**config.mk**
```make
export PLATFORM = sky130hd
export DESIGN_NAME = ctlport_spi_front
export DESIGN_NICKNAME = d
export VERILOG_FILES = /design/src/rtl/ctlport_pkg.sv /design/src/rtl/ctlport_sync.sv /design/src/rtl/ctlport_ctl.sv /design/src/rtl/ctlport_dp.sv /design/src/rtl/ctlport_spi_front.sv
export SDC_FILE = /design/constraint.sdc
export NUM_CORES = 1
export LEC_CHECK = 0
export ABC_AREA = 1
export BUFFER_PORTS_ARGS = -buffer_cell sky130_fd_sc_hd__buf_2
export CAP_MARGIN = 20
export CORE_MARGIN = 2
export CORE_UTILIZATION = 55
export CTS_CLUSTER_DIAMETER = 200
export CTS_CLUSTER_SIZE = 12
export DETAILED_ROUTE_END_ITERATION = 10
export PLACE_DENSITY = 0.81
export REMOVE_ABC_BUFFERS = 1
export SLEW_MARGIN = 10
export SYNTH_ARGS = -nofsm -noshare
export SYNTH_HDL_FRONTEND = slang
export SYNTH_HIERARCHICAL = 1
export SYNTH_SLANG_ARGS = --single-unit
```
**constraint.sdc**
```tcl
create_clock -name clk -period 6.2 [get_ports clk]
set_input_delay 0.93 -clock clk [delete_from_list [all_inputs] [get_ports clk]]
set_output_delay 0.93 -clock clk [all_outputs]
set_load 0.01 [all_outputs]
```
**src/rtl/ctlport_pkg.sv**
```systemverilog
`timescale 1ns/1ps
package ctlport_pkg;

  localparam int ADDR_W = 16;
  localparam int BYTE_W = 8;

  typedef enum logic [1:0] {
    PH_CMD,
    PH_ADDR_HI,
    PH_ADDR_LO,
    PH_DATA
  } phase_e;

  // Strobes from the control sequencer to the datapath, valid for one clk.
  typedef struct packed {
    logic shiftIn;     // take one bit from the synchronized MOSI
    logic takeHi;      // completed byte is address high byte
    logic takeLo;      // completed byte is address low byte
    logic takeData;    // completed byte is a write data byte
    logic issueWrite;  // completed byte closes a write word
    logic incAddr;     // step to the next address after a word
    logic readLoad;    // fetch read data into the transmit register
    logic txShift;     // advance the transmit register by one bit
    logic drop;        // transaction ended, clear transmit state
  } dpCmd_t;

endpackage

```
**src/rtl/ctlport_sync.sv**
```systemverilog
`timescale 1ns/1ps
module ctlport_sync #(
  parameter int             WIDTH     = 1,
  parameter int             STAGES    = 2,
  parameter logic [WIDTH-1:0] RESET_VAL = '0
) (
  input  logic             clk,
  input  logic             rst_n,
  input  logic [WIDTH-1:0] din,
  output logic [WIDTH-1:0] dout
);

  localparam int CHAIN_W = WIDTH * STAGES;

  logic [CHAIN_W-1:0] chain;

  always_ff @(posedge clk or negedge rst_n) begin
    if (!rst_n) chain <= {STAGES{RESET_VAL}};
    else        chain <= CHAIN_W'({chain, din});
  end

  assign dout = chain[CHAIN_W-1 -: WIDTH];

endmodule

```
**src/rtl/ctlport_ctl.sv**
```systemverilog
`timescale 1ns/1ps
module ctlport_ctl
  import ctlport_pkg::*;
#(
  parameter int MODE_PULSES = 3
) (
  input  logic   clk,
  input  logic   rst_n,
  input  logic   sclkS,
  input  logic   latchS,
  input  logic   mosiS,
  input  logic   wordIsParam,
  output dpCmd_t cmd,
  output logic   spiMode
);

  localparam int PCNT_W = $clog2(MODE_PULSES + 1);

  logic              sclkQ, latchQ;
  logic              sRise, sFall, lRise, lFall;
  logic [PCNT_W-1:0] pulseCnt;
  logic              active;
  phase_e            phase;
  logic [2:0]        bitCnt;
  logic [1:0]        wordByte;
  logic [1:0]        lastIdx;
  logic              isRead;
  logic              readPend;
  logic              fresh;
  logic              go, byteEnd, wordEnd;

  assign sRise = sclkS & ~sclkQ;
  assign sFall = ~sclkS & sclkQ;
  assign lRise = latchS & ~latchQ;
  assign lFall = ~latchS & latchQ;

  assign lastIdx = wordIsParam ? 2'd3 : 2'd0;
  assign go      = active & ~lRise;
  assign byteEnd = sRise & (bitCnt == 3'd7);
  assign wordEnd = byteEnd & (phase == PH_DATA) & (wordByte == lastIdx);

  always_comb begin
    cmd            = '0;
    cmd.shiftIn    = go & sRise;
    cmd.takeHi     = go & byteEnd & (phase == PH_ADDR_HI);
    cmd.takeLo     = go & byteEnd & (phase == PH_ADDR_LO);
    cmd.takeData   = go & byteEnd & (phase == PH_DATA) & ~isRead;
    cmd.issueWrite = go & wordEnd & ~isRead;
    cmd.incAddr    = go & wordEnd;
    cmd.readLoad   = readPend;
    cmd.txShift    = go & sFall & isRead & (phase == PH_DATA) & ~fresh & ~readPend;
    cmd.drop       = lRise;
  end

  // Mode latch: counts completed latch-low pulses while in I2C mode.
  always_ff @(posedge clk or negedge rst_n) begin
    if (!rst_n) begin
      spiMode  <= 1'b0;
      pulseCnt <= '0;
    end else if (!spiMode && lRise) begin
      pulseCnt <= pulseCnt + 1'b1;
      if (pulseCnt == PCNT_W'(MODE_PULSES - 1)) spiMode <= 1'b1;
    end
  end

  // Transaction framing and byte sequencing.
  always_ff @(posedge clk or negedge rst_n) begin
    if (!rst_n) begin
      sclkQ    <= 1'b0;
      latchQ   <= 1'b1;
      active   <= 1'b0;
      phase    <= PH_CMD;
      bitCnt   <= '0;
      wordByte <= '0;
      isRead   <= 1'b0;
      readPend <= 1'b0;
      fresh    <= 1'b0;
    end else begin
      sclkQ    <= sclkS;
      latchQ   <= latchS;
      readPend <= 1'b0;
      if (lRise) begin
        active   <= 1'b0;
        phase    <= PH_CMD;
        bitCnt   <= '0;
        wordByte <= '0;
        isRead   <= 1'b0;
        fresh    <= 1'b0;
      end else if (lFall) begin
        active   <= spiMode;
        phase    <= PH_CMD;
        bitCnt   <= '0;
        wordByte <= '0;
        isRead   <= 1'b0;
        fresh    <= 1'b0;
      end else if (active) begin
        if (readPend) begin
          fresh <= 1'b1;
        end else if (sFall && fresh) begin
          fresh <= 1'b0;
        end
        if (sRise) begin
          bitCnt <= bitCnt + 3'd1;
          if (bitCnt == 3'd7) begin
            unique case (phase)
              PH_CMD: begin
                isRead <= mosiS;
                phase  <= PH_ADDR_HI;
              end
              PH_ADDR_HI: phase <= PH_ADDR_LO;
              PH_ADDR_LO: begin
                phase    <= PH_DATA;
                wordByte <= '0;
                readPend <= isRead;
              end
              PH_DATA: begin
                if (wordByte == lastIdx) begin
                  wordByte <= '0;
                  readPend <= isRead;
                end else begin
                  wordByte <= wordByte + 2'd1;
                end
              end
              default: phase <= PH_CMD;
            endcase
          end
        end
      end
    end
  end

endmodule

```
**src/rtl/ctlport_dp.sv**
```systemverilog
`timescale 1ns/1ps
module ctlport_dp
  import ctlport_pkg::*;
#(
  parameter int                WORD_W    = 28,
  parameter logic [ADDR_W-1:0] PARAM_TOP = 16'h03FF
) (
  input  logic              clk,
  input  logic              rst_n,
  input  dpCmd_t            cmd,
  input  logic              mosiS,
  input  logic [WORD_W-1:0] rdData,
  output logic              wordIsParam,
  output logic [ADDR_W-1:0] curAddr,
  output logic              wrEn,
  output logic [ADDR_W-1:0] wrAddr,
  output logic [WORD_W-1:0] wrData,
  output logic              miso
);

  localparam int WORD_BYTES = (WORD_W + BYTE_W - 1) / BYTE_W;
  localparam int TX_W       = WORD_BYTES * BYTE_W;

  logic [BYTE_W-1:0] rxByte;
  logic [BYTE_W-1:0] byteNow;
  logic [TX_W-1:0]   wordAcc;
  logic [TX_W-1:0]   wordNext;
  logic [TX_W-1:0]   txReg;

  assign byteNow     = {rxByte[BYTE_W-2:0], mosiS};
  assign wordNext    = {wordAcc[TX_W-BYTE_W-1:0], byteNow};
  assign wordIsParam = (curAddr <= PARAM_TOP);
  assign miso        = txReg[TX_W-1];

  always_ff @(posedge clk or negedge rst_n) begin
    if (!rst_n) begin
      rxByte  <= '0;
      wordAcc <= '0;
      curAddr <= '0;
    end else begin
      if (cmd.shiftIn)  rxByte  <= byteNow;
      if (cmd.takeData) wordAcc <= wordNext;
      if (cmd.takeHi)       curAddr[ADDR_W-1 -: BYTE_W] <= byteNow;
      else if (cmd.takeLo)  curAddr[BYTE_W-1:0]         <= byteNow;
      else if (cmd.incAddr) curAddr <= curAddr + 1'b1;
    end
  end

  always_ff @(posedge clk or negedge rst_n) begin
    if (!rst_n) begin
      wrEn   <= 1'b0;
      wrAddr <= '0;
      wrData <= '0;
    end else begin
      wrEn <= cmd.issueWrite;
      if (cmd.issueWrite) begin
        wrAddr <= curAddr;
        wrData <= wordIsParam ? wordNext[WORD_W-1:0] : WORD_W'(byteNow);
      end
    end
  end

  always_ff @(posedge clk or negedge rst_n) begin
    if (!rst_n) begin
      txReg <= '0;
    end else if (cmd.drop) begin
      txReg <= '0;
    end else if (cmd.readLoad) begin
      txReg <= wordIsParam ? TX_W'(rdData)
                           : {rdData[BYTE_W-1:0], {(TX_W-BYTE_W){1'b0}}};
    end else if (cmd.txShift) begin
      txReg <= {txReg[TX_W-2:0], 1'b0};
    end
  end

endmodule

```
**src/rtl/ctlport_spi_front.sv**
```systemverilog
`timescale 1ns/1ps
module ctlport_spi_front
  import ctlport_pkg::*;
#(
  parameter int                WORD_W      = 28,
  parameter logic [ADDR_W-1:0] PARAM_TOP   = 16'h03FF,
  parameter int                MODE_PULSES = 3,
  parameter int                SYNC_STAGES = 2
) (
  input  logic              clk,
  input  logic              rst_n,
  input  logic              spiClk,
  input  logic              spiLatchN,
  input  logic              spiMosi,
  output logic              spiMiso,
  output logic              i2cMode,
  output logic              wrEn,
  output logic [15:0]       wrAddr,
  output logic [WORD_W-1:0] wrData,
  output logic              rdReq,
  output logic [15:0]       rdAddr,
  input  logic [WORD_W-1:0] rdData
);

  logic [2:0] pinsS;
  dpCmd_t     cmd;
  logic       spiMode;
  logic       wordIsParam;

  // Order {clock, latch, data}; the latch idles high.
  ctlport_sync #(.WIDTH(3), .STAGES(SYNC_STAGES), .RESET_VAL(3'b010)) u_sync (
    .clk  (clk),
    .rst_n(rst_n),
    .din  ({spiClk, spiLatchN, spiMosi}),
    .dout (pinsS)
  );

  ctlport_ctl #(.MODE_PULSES(MODE_PULSES)) u_ctl (
    .clk        (clk),
    .rst_n      (rst_n),
    .sclkS      (pinsS[2]),
    .latchS     (pinsS[1]),
    .mosiS      (pinsS[0]),
    .wordIsParam(wordIsParam),
    .cmd        (cmd),
    .spiMode    (spiMode)
  );

  ctlport_dp #(.WORD_W(WORD_W), .PARAM_TOP(PARAM_TOP)) u_dp (
    .clk        (clk),
    .rst_n      (rst_n),
    .cmd        (cmd),
    .mosiS      (pinsS[0]),
    .rdData     (rdData),
    .wordIsParam(wordIsParam),
    .curAddr    (rdAddr),
    .wrEn       (wrEn),
    .wrAddr     (wrAddr),
    .wrData     (wrData),
    .miso       (spiMiso)
  );

  assign i2cMode = ~spiMode;
  assign rdReq   = cmd.readLoad;

endmodule

```
## Word-level counts from Yosys, hierarchy flattened

Cells that the tools add are included.
W data, S select, Z words.

| word-level totals | value |
|---|---|
| register bits | 142 |
| input port bits | 33 |
| output and inout port bits | 64 |
| word-level logic and storage cells | 133 |

| cells by class | value |
|---|---|
| $add $sub $neg | 4 |
| $lt $le $gt $ge | 1 |
| equality and inequality tests | 7 |
| muxes and demuxes | 47 |
| bitwise operators | 31 |
| reduce and logical (&&, ||, !) cells | 23 |

Operators by type and width:

| operator | count |
|---|---|
| $mux W32 | 4 |
| $mux W28 | 1 |
| $mux W2 | 12 |
| $mux W8 | 3 |
| $and A1 B1 Y1 | 21 |
| $mux W1 | 19 |
| $add A16 B1 Y16 const B | 1 |
| $le A16 B10 Y1 const B | 1 |
| $mux W16 | 1 |
| $reduce_bool A3 Y1 | 5 |
| $mux W3 | 4 |
| $reduce_and A4 Y1 | 3 |
| $not A1 Y1 | 10 |
| $reduce_and A2 Y1 | 5 |
| $reduce_bool A4 Y1 | 2 |
| $eq A2 B2 Y1 const B | 3 |
| $pmux W2 S3 | 1 |
| $reduce_bool A2 Y1 | 3 |
| $reduce_bool A5 Y1 | 1 |
| $add A2 B1 Y2 const B | 2 |
| $pmux W2 S2 | 1 |
| $add A3 B1 Y3 const B | 1 |
| $eq A3 B3 Y1 const B | 1 |
| $eq A2 B1 Y1 const B | 1 |
| other kinds (6) | 7 |

## Depth between registers and ports, before layout

Gate-level depths: netlist of run 1.

| logic depth | value |
|---|---|
| depth after elaboration | 12 |
| mapped depth | 17 |
| depth with buffers taken out | 16 |

## Hierarchy

Netlist of run 1, hierarchy kept.

Modules (own cells, without submodules):

| module | times used | cells an instance | area an instance (µm²) | seq. area each (µm²) |
|---|---|---|---|---|
| ctlport_dp | 1 | 642 | 5529.1 | 3002.9 |
| ctlport_ctl | 1 | 132 | 1027.2 | 401.6 |
| ctlport_sync | 1 | 9 | 175.2 | 152.6 |
| ctlport_spi_front | 1 | 1 | 3.8 | 0.0 |

## Worst setup path after synthesis of run 1

No wires, ideal clock.

| timing | value |
|---|---|
| path kind | flip-flop to flip-flop |
| start point | register u_ctl.latchQ |
| end point | register u_dp.curAddr[1] |
| library setup time | 130 ps |
| data arrival time | 2051 ps |
| path slack | 4019 ps |
| stages on the path, launching flop included | 14 |
| path buffers | 1 |
| clock period less this slack | 2181 ps |
| path through | dfstp_2 inv_1 ha_1 inv_2 nand2_2 nor2_4 nand2_4 nor2_1 inv_2 o21ai_2 inv_2 buf_6 o211ai_1 o21ai_0 |

RTL lines:

| element | line | text |
|---|---|---|
| from (decl) | ctlport_ctl.sv:19 | `logic sclkQ, latchQ;` |
| from (signal assigned) | ctlport_ctl.sv:80 | `latchQ <= latchS;` |
| to (signal, indexed assignment) | ctlport_dp.sv:43 | `if (cmd.takeHi) curAddr[ADDR_W-1 -: BYTE_W] <= byteNow;` |
| to (signal, indexed assignment) | ctlport_dp.sv:44 | `else if (cmd.takeLo) curAddr[BYTE_W-1:0] <= byteNow;` |
| to (signal assigned) | ctlport_dp.sv:45 | `else if (cmd.incAddr) curAddr <= curAddr + 1'b1;` |
| to (decl) | ctlport_dp.sv:14 | `output logic [ADDR_W-1:0] curAddr,` |

==> flow_summary.ini, run 1 <==
[detailed_routing]
drc_errors = 0
wirelength_um = 15500
drtPass1Iterations = 5
final_ant_viol_nets = 0
routed_wire_length_per_instance_um = 15.1
route.vias.total = 5634
drt_iter0_markers = 601
vias_per_cell = 5.50

[grt]
grt_overflow_total = 0
initial_antenna_violation_count = 0
grt_pass1_wl_um = 25100
first_global_vias = 5282
global_route.usage.total_pct = 24.3
grt_start_max_net_pins = 74

[worst_setup_path]
cp-start-kind = register
max_stage_delay_ns = 0.73
timing_worst_setup_path_type = register to register
cp_data_required_time_ns = 6.51
critPathSlowestCell = nand3_2
crit_path_max_fanout = 64
worst_setup_path_end_kind = register
worst_ep_arrival_time_ns = 4.16
cpMostUsedCell = nand2_1
path_cells = nor2_4, nand3_2, inv_2, inv_1, nand2_1, nand2_1, inv_1, nor3_2, inv_2, buf_4, nand2_1, o31ai_4

[synth]
synth.yosys.seq_area_share_pct = 52.8
netlist_area_sq_um = 6740
syn-mean-instance-area_sq_um = 8.59
register_bit_count_reported_by_yosys = 142
synthDistinctLibCells = 35
ys.warnings.count = 6
post_synth_inst_count = 784

[timing]
final.setup.tns_ns = 0
hold_ws_ns = 0.348
max_slew_margin_pct = 34.6
finalMaxSlewViolations = 0
max_clock_freq_mhz = 260
report.final.hold_viol_count = 0
final.period_utilization_pct = 62.1
total_setup_violations_reported_at_the_end_of_the_flow = 0
clk_skew_ns = 0.00644
worst_pin_slew_ns = 0.980
finalCriticalPeriod_ns = 3.85
rsz0062_at_grt = false

[clock_network]
post_cts_resized = 0
cts.sinks = 142
tritoncts.num_buffers = 17
cts-root-buf = clkbuf_16
postCtsSetupRepairBufs = 0
tritoncts_clock_tree = built
clk-insertion-delay-late_ns = 0.41
number_of_buffers_added_to_fix_hold_violations_after_cts = 0
max_buffers_root_to_sink = 2
clk_pin_slew_worst_paths_ns = 0.06
htreeDepth = 4

[cells_and_area]
n_fill_cell = 938
diodes = 0
final_nets = 908
layout.cells.most_common = nand2_1
most-common-layout-cells = nand2_1, dfrtp_1, o21ai_0
drive_gt1_share_pct = 19.2
syn_to_final_growth_pct = 16.8

[floorplan]
count_of_pins_on_the_block_boundary = 97
core.rowCount = 40
core-area_sq_um = 12000
floorplan.die.height_um = 115
initial_standard_cell_utilization_of_the_core_pct = 56.3
fp.dieArea_sq_um = 13100
die_w_um = 115

[run_status]
outcome = complete, no violations

[pwr]
power.ir.vdd_worst_uv = 187
p_leak_nw = 3.96
total_power_per_unit_cell_area_nw_per_um2 = 294

[place]
port-buffer-count = 96
dp_hpwl_um = 9670
gp_routability_congestion = 0.882

[flow_run]
drv.max_cap_violation_count = 0

[min_path]
holdCritPathClass = register to register
[worst max-delay path: cells and delay by family, from the launching register on]
family,cells,cell delay [ns]
AO/OA/AOI/OAI,1,0.09
buffers and inverters,5,1.78
flip-flops,1,0.47
AND/OR/NAND/NOR,6,1.37
[state kept, by name (all words and copies together) (netlist names), 3 cells and up]
signal        flops
u_sync/chain      6
u_dp/rxByte       7
u_dp/txReg       32
u_ctl/bitCnt      3
u_dp/wrAddr      16
u_dp/wordAcc     20
u_dp/wrData      28
u_dp/curAddr     16
[final timing paths]
| path | startpoint | endpoint | slack [ns] | cells past startpoint |
|---|---|---|---|---|
| hold reg to reg | u_sync/chain[2] | u_sync/chain[5] | 0.35 | 0 |
| hold / removal | u_sync/chain[2] | u_sync/chain[5] | 0.35 | 0 |
| min in group asynchronous | rst_n | u_dp/wrAddr[1] | 0.51 | 1 |
| setup / recovery | u_dp/curAddr[11] | u_dp/wrData[21] | 2.35 | 12 |
| max in group asynchronous | rst_n | u_dp/txReg[16] | 4.38 | 2 |
| setup reg to reg | u_dp/curAddr[11] | u_dp/wrData[21] | 2.35 | 12 |
[power breakdown]
| group | leakage [nW] | internal [W] | total, W | switching (W) |
|---|---|---|---|---|
| sequential | 1.94 | 0.000971 | 0.00101 | 0.0000407 |
| combinational | 1.70 | 0.0000565 | 0.000182 | 0.000126 |
| clock | 0.310 | 0.000727 | 0.00112 | 0.000396 |
| total | 3.96 | 0.00175 | 0.00232 | 0.000563 |
[metal layers]
layer	share of wire (%)	up-vias	global-route usage, %
li1	-	2702	-
met1	45	2717	33.8
met2	48	189	37.7
met3	6.2	26	6.14
met4	1.7	0	7.40
met5	0	-	0
[Yosys cell counts, drive strengths merged]
| cell type | count | area, sq um |
|---|---|---|
| nand2 | 230 | 893 |
| dfrtp | 139 | 3480 |
| o21ai | 121 | 617 |
| inv | 94 | 353 |
| nor2 | 38 | 195 |
| a21oi | 33 | 169 |
| nand3 | 30 | 155 |
| buf | 24 | 171 |
| o31ai | 20 | 260 |
| clkbuf | 14 | 52.6 |
| ha | 10 | 125 |
| nand4 | 7 | 43.8 |
| o22ai | 7 | 43.8 |
| nor3 | 4 | 25.0 |
| dfstp | 3 | 78.8 |
| nand3b | 3 | 22.5 |
| o211ai | 2 | 15.0 |
| o21bai | 2 | 15.0 |
| a31oi | 1 | 6.26 |
| nor4 | 1 | 6.26 |
| xor2 | 1 | 8.76 |
[logic make-up after synthesis]
logic type | Yosys count | synth area share, %
DFF | 142 | 52.8
AOI/OAI and AO/OA | 186 | 16.7
xor gates and xnor gates | 1 | 0.130
buffers and inverters | 132 | 8.56
and+or+nand+nor | 313 | 19.9
adders and majority gates | 10 | 1.86
[layout make-up]
cell class / count / area [sq um] / area share (%)
sequential: 142 / 3560 / 45.2
multi-input combinational: 510 / 2600 / 33.1
timing repair buffer: 100 / 517 / 6.57
clock buffer: 19 / 443 / 5.63
inverter: 94 / 353 / 4.48
clock inverter: 13 / 213 / 2.70
tap: 147 / 184 / 2.34
[through the flow]
step	setup slack [ns]	utilization [%]	std cells	area, sq um	total power, W
6_report	2.35	65.8	1025	7870	0.00232
5_1_grt	2.05	65.8	1025	7870	0.00240
4_1_cts	2.43	65.8	1025	7870	0.00233
3_5_place_dp	2.42	60.3	993	7210	0.00120
3_3_place_gp	2.56	60.3	993	7210	0.00120
2_1_floorplan	2.33	-	746	6510	0.00113
No activity file was read; power rests on OpenSTA's default activity.
==> inputs of run 2 (changes only) <==
clock period = 3.95 ns   (was 6.2 ns; I/O delays follow)
==> flow_summary.ini, run 2 (synthesis gave the netlist of run 1 again) <==
[worst_setup_path]
cp_data_required_time_ns = 4.22
crit_path_max_fanout = 50
reg2reg_slack_ns = 0.89
timing_worst_setup_path_type = register to register
worst_ep_arrival_time_ns = 3.32
worst_setup_path_end_kind = register
cp-start-kind = register

[timing]
report.final.hold_viol_count = 0
total_setup_violations_reported_at_the_end_of_the_flow = 0
final.setup.tns_ns = 0
max_clock_freq_mhz = 327
clk_skew_ns = 0.00559
rsz0062_at_grt = false
worst_pin_slew_ns = 0.923
final_critical_path_setup_slack_ns = 0.895
final.period_utilization_pct = 77.4
max_slew_margin_pct = 38.3
finalMaxSlewViolations = 0
finalCriticalPeriod_ns = 3.06

[clock_network]
tritoncts.num_buffers = 17
post_cts_resized = 0
clk-insertion-delay-late_ns = 0.41
clk_pin_slew_worst_paths_ns = 0.06
number_of_buffers_added_to_fix_hold_violations_after_cts = 0
htreeDepth = 4
postCtsSetupRepairBufs = 0
cts.sinks = 142
cts-root-buf = clkbuf_16
max_buffers_root_to_sink = 2
tritoncts_clock_tree = built

[detailed_routing]
vias_per_cell = 5.41
wirelength_um = 15300
route.vias.total = 5557
final_ant_viol_nets = 0
routed_wire_length_per_instance_um = 14.9
drc_errors = 0
drt_iter0_markers = 567
drtPass1Iterations = 5

[place]
detailedPlace.worstSlack_ns = 0.957
port-buffer-count = 96
dp_hpwl_um = 9820
gp_routability_congestion = 0.881

[floorplan]
core-area_sq_um = 12000
floorplan.die.height_um = 115
count_of_pins_on_the_block_boundary = 97
core.rowCount = 40
die_w_um = 115
initial_standard_cell_utilization_of_the_core_pct = 56.3
fp.dieArea_sq_um = 13100

[grt]
global_route.usage.total_pct = 24.8
initial_antenna_violation_count = 0
grt_overflow_total = 0
grt_start_max_net_pins = 94
grt_pass1_wl_um = 25400
first_global_vias = 5136

[pwr]
finalPower_w = 0.00354
total_power_per_unit_cell_area_nw_per_um2 = 450
power.ir.vdd_worst_uv = 287
p_leak_nw = 3.96

[cells_and_area]
largest_register = u_dp/txReg
largest_registers = u_dp/txReg: 32 flops, u_dp/wrData: 28 flops, u_dp/wordAcc: 20 flops
flip_flop_count_of_the_largest_register_all_copies_and_words_added = 32
layout.cells.most_common = nand2_1
syn_to_final_growth_pct = 16.6
most-common-layout-cells = nand2_1, dfrtp_1, o21ai_0
diodes = 0
final_nets = 911
drive_gt1_share_pct = 19.3

[min_path]
holdCritPathClass = input port to async pin

[run_status]
outcome = complete, no violations

[flow_run]
drv.max_cap_violation_count = 0
==> run 2: metal layers <==
layer / track usage, % / share of wire, %
met5: 0 / 0
met1: 34.6 / 45
met4: 9.59 / 1.5
met2: 37.3 / 47
met3: 6.72 / 6.9
==> run 2: final timing paths <==
path / startpoint / to / depth (start not counted)
setup / recovery: u_ctl/latchQ / u_dp/wrData[21] / 11
setup reg to reg: u_ctl/latchQ / u_dp/wrData[21] / 11
min in group clk: spiLatchN / u_sync/chain[1] / 1
hold reg to reg: u_sync/chain[2] / u_sync/chain[5] / 0
hold / removal: rst_n / u_dp/wrAddr[1] / 1
max in group asynchronous: rst_n / u_ctl/latchQ / 2
==> run 2: power by group <==
part	internal, W	switching [W]	total, W	leakage, nW
Combinational	0.0000901	0.000196	0.000287	1.72
Clock	0.00107	0.000594	0.00166	0.301
Sequential	0.00152	0.0000622	0.00159	1.94
==> run 2: final cells by class <==
class                           instances  area [sq um]
Clock buffer                           21           450
Fill cell                             954          4110
Timing Repair Buffer                  103           539
Multi-Input combinational cell        510          2600
Sequential cell                       142          3560
Clock inverter                         11           165
Tap cell                              147           184
Inverter                               94           353
==> run 2: stage by stage <==
step	cell area, sq um	util [%]	hold WS (ns)	std cells
6_report	7850	65.6	0.244	1028
5_1_grt	7850	65.6	0.254	1028
3_3_place_gp	7240	60.5	0.333	996
2_1_floorplan	6510	-	0.297	746
3_5_place_dp	7240	60.5	0.336	996
4_1_cts	7850	65.6	0.257	1028
==> run 2: critical path: stages, from the launching register on <==
cell and delay (ns):
dfstp_2 0.52, inv_1 0.04, ha_1 0.27, inv_2 0.10, nand2_2 0.07, nor2_4 0.33
nand2_4 0.10, nor3_2 0.35, inv_2 0.44, buf_4 0.41, nand2_1 0.16, o31ai_4 0.08
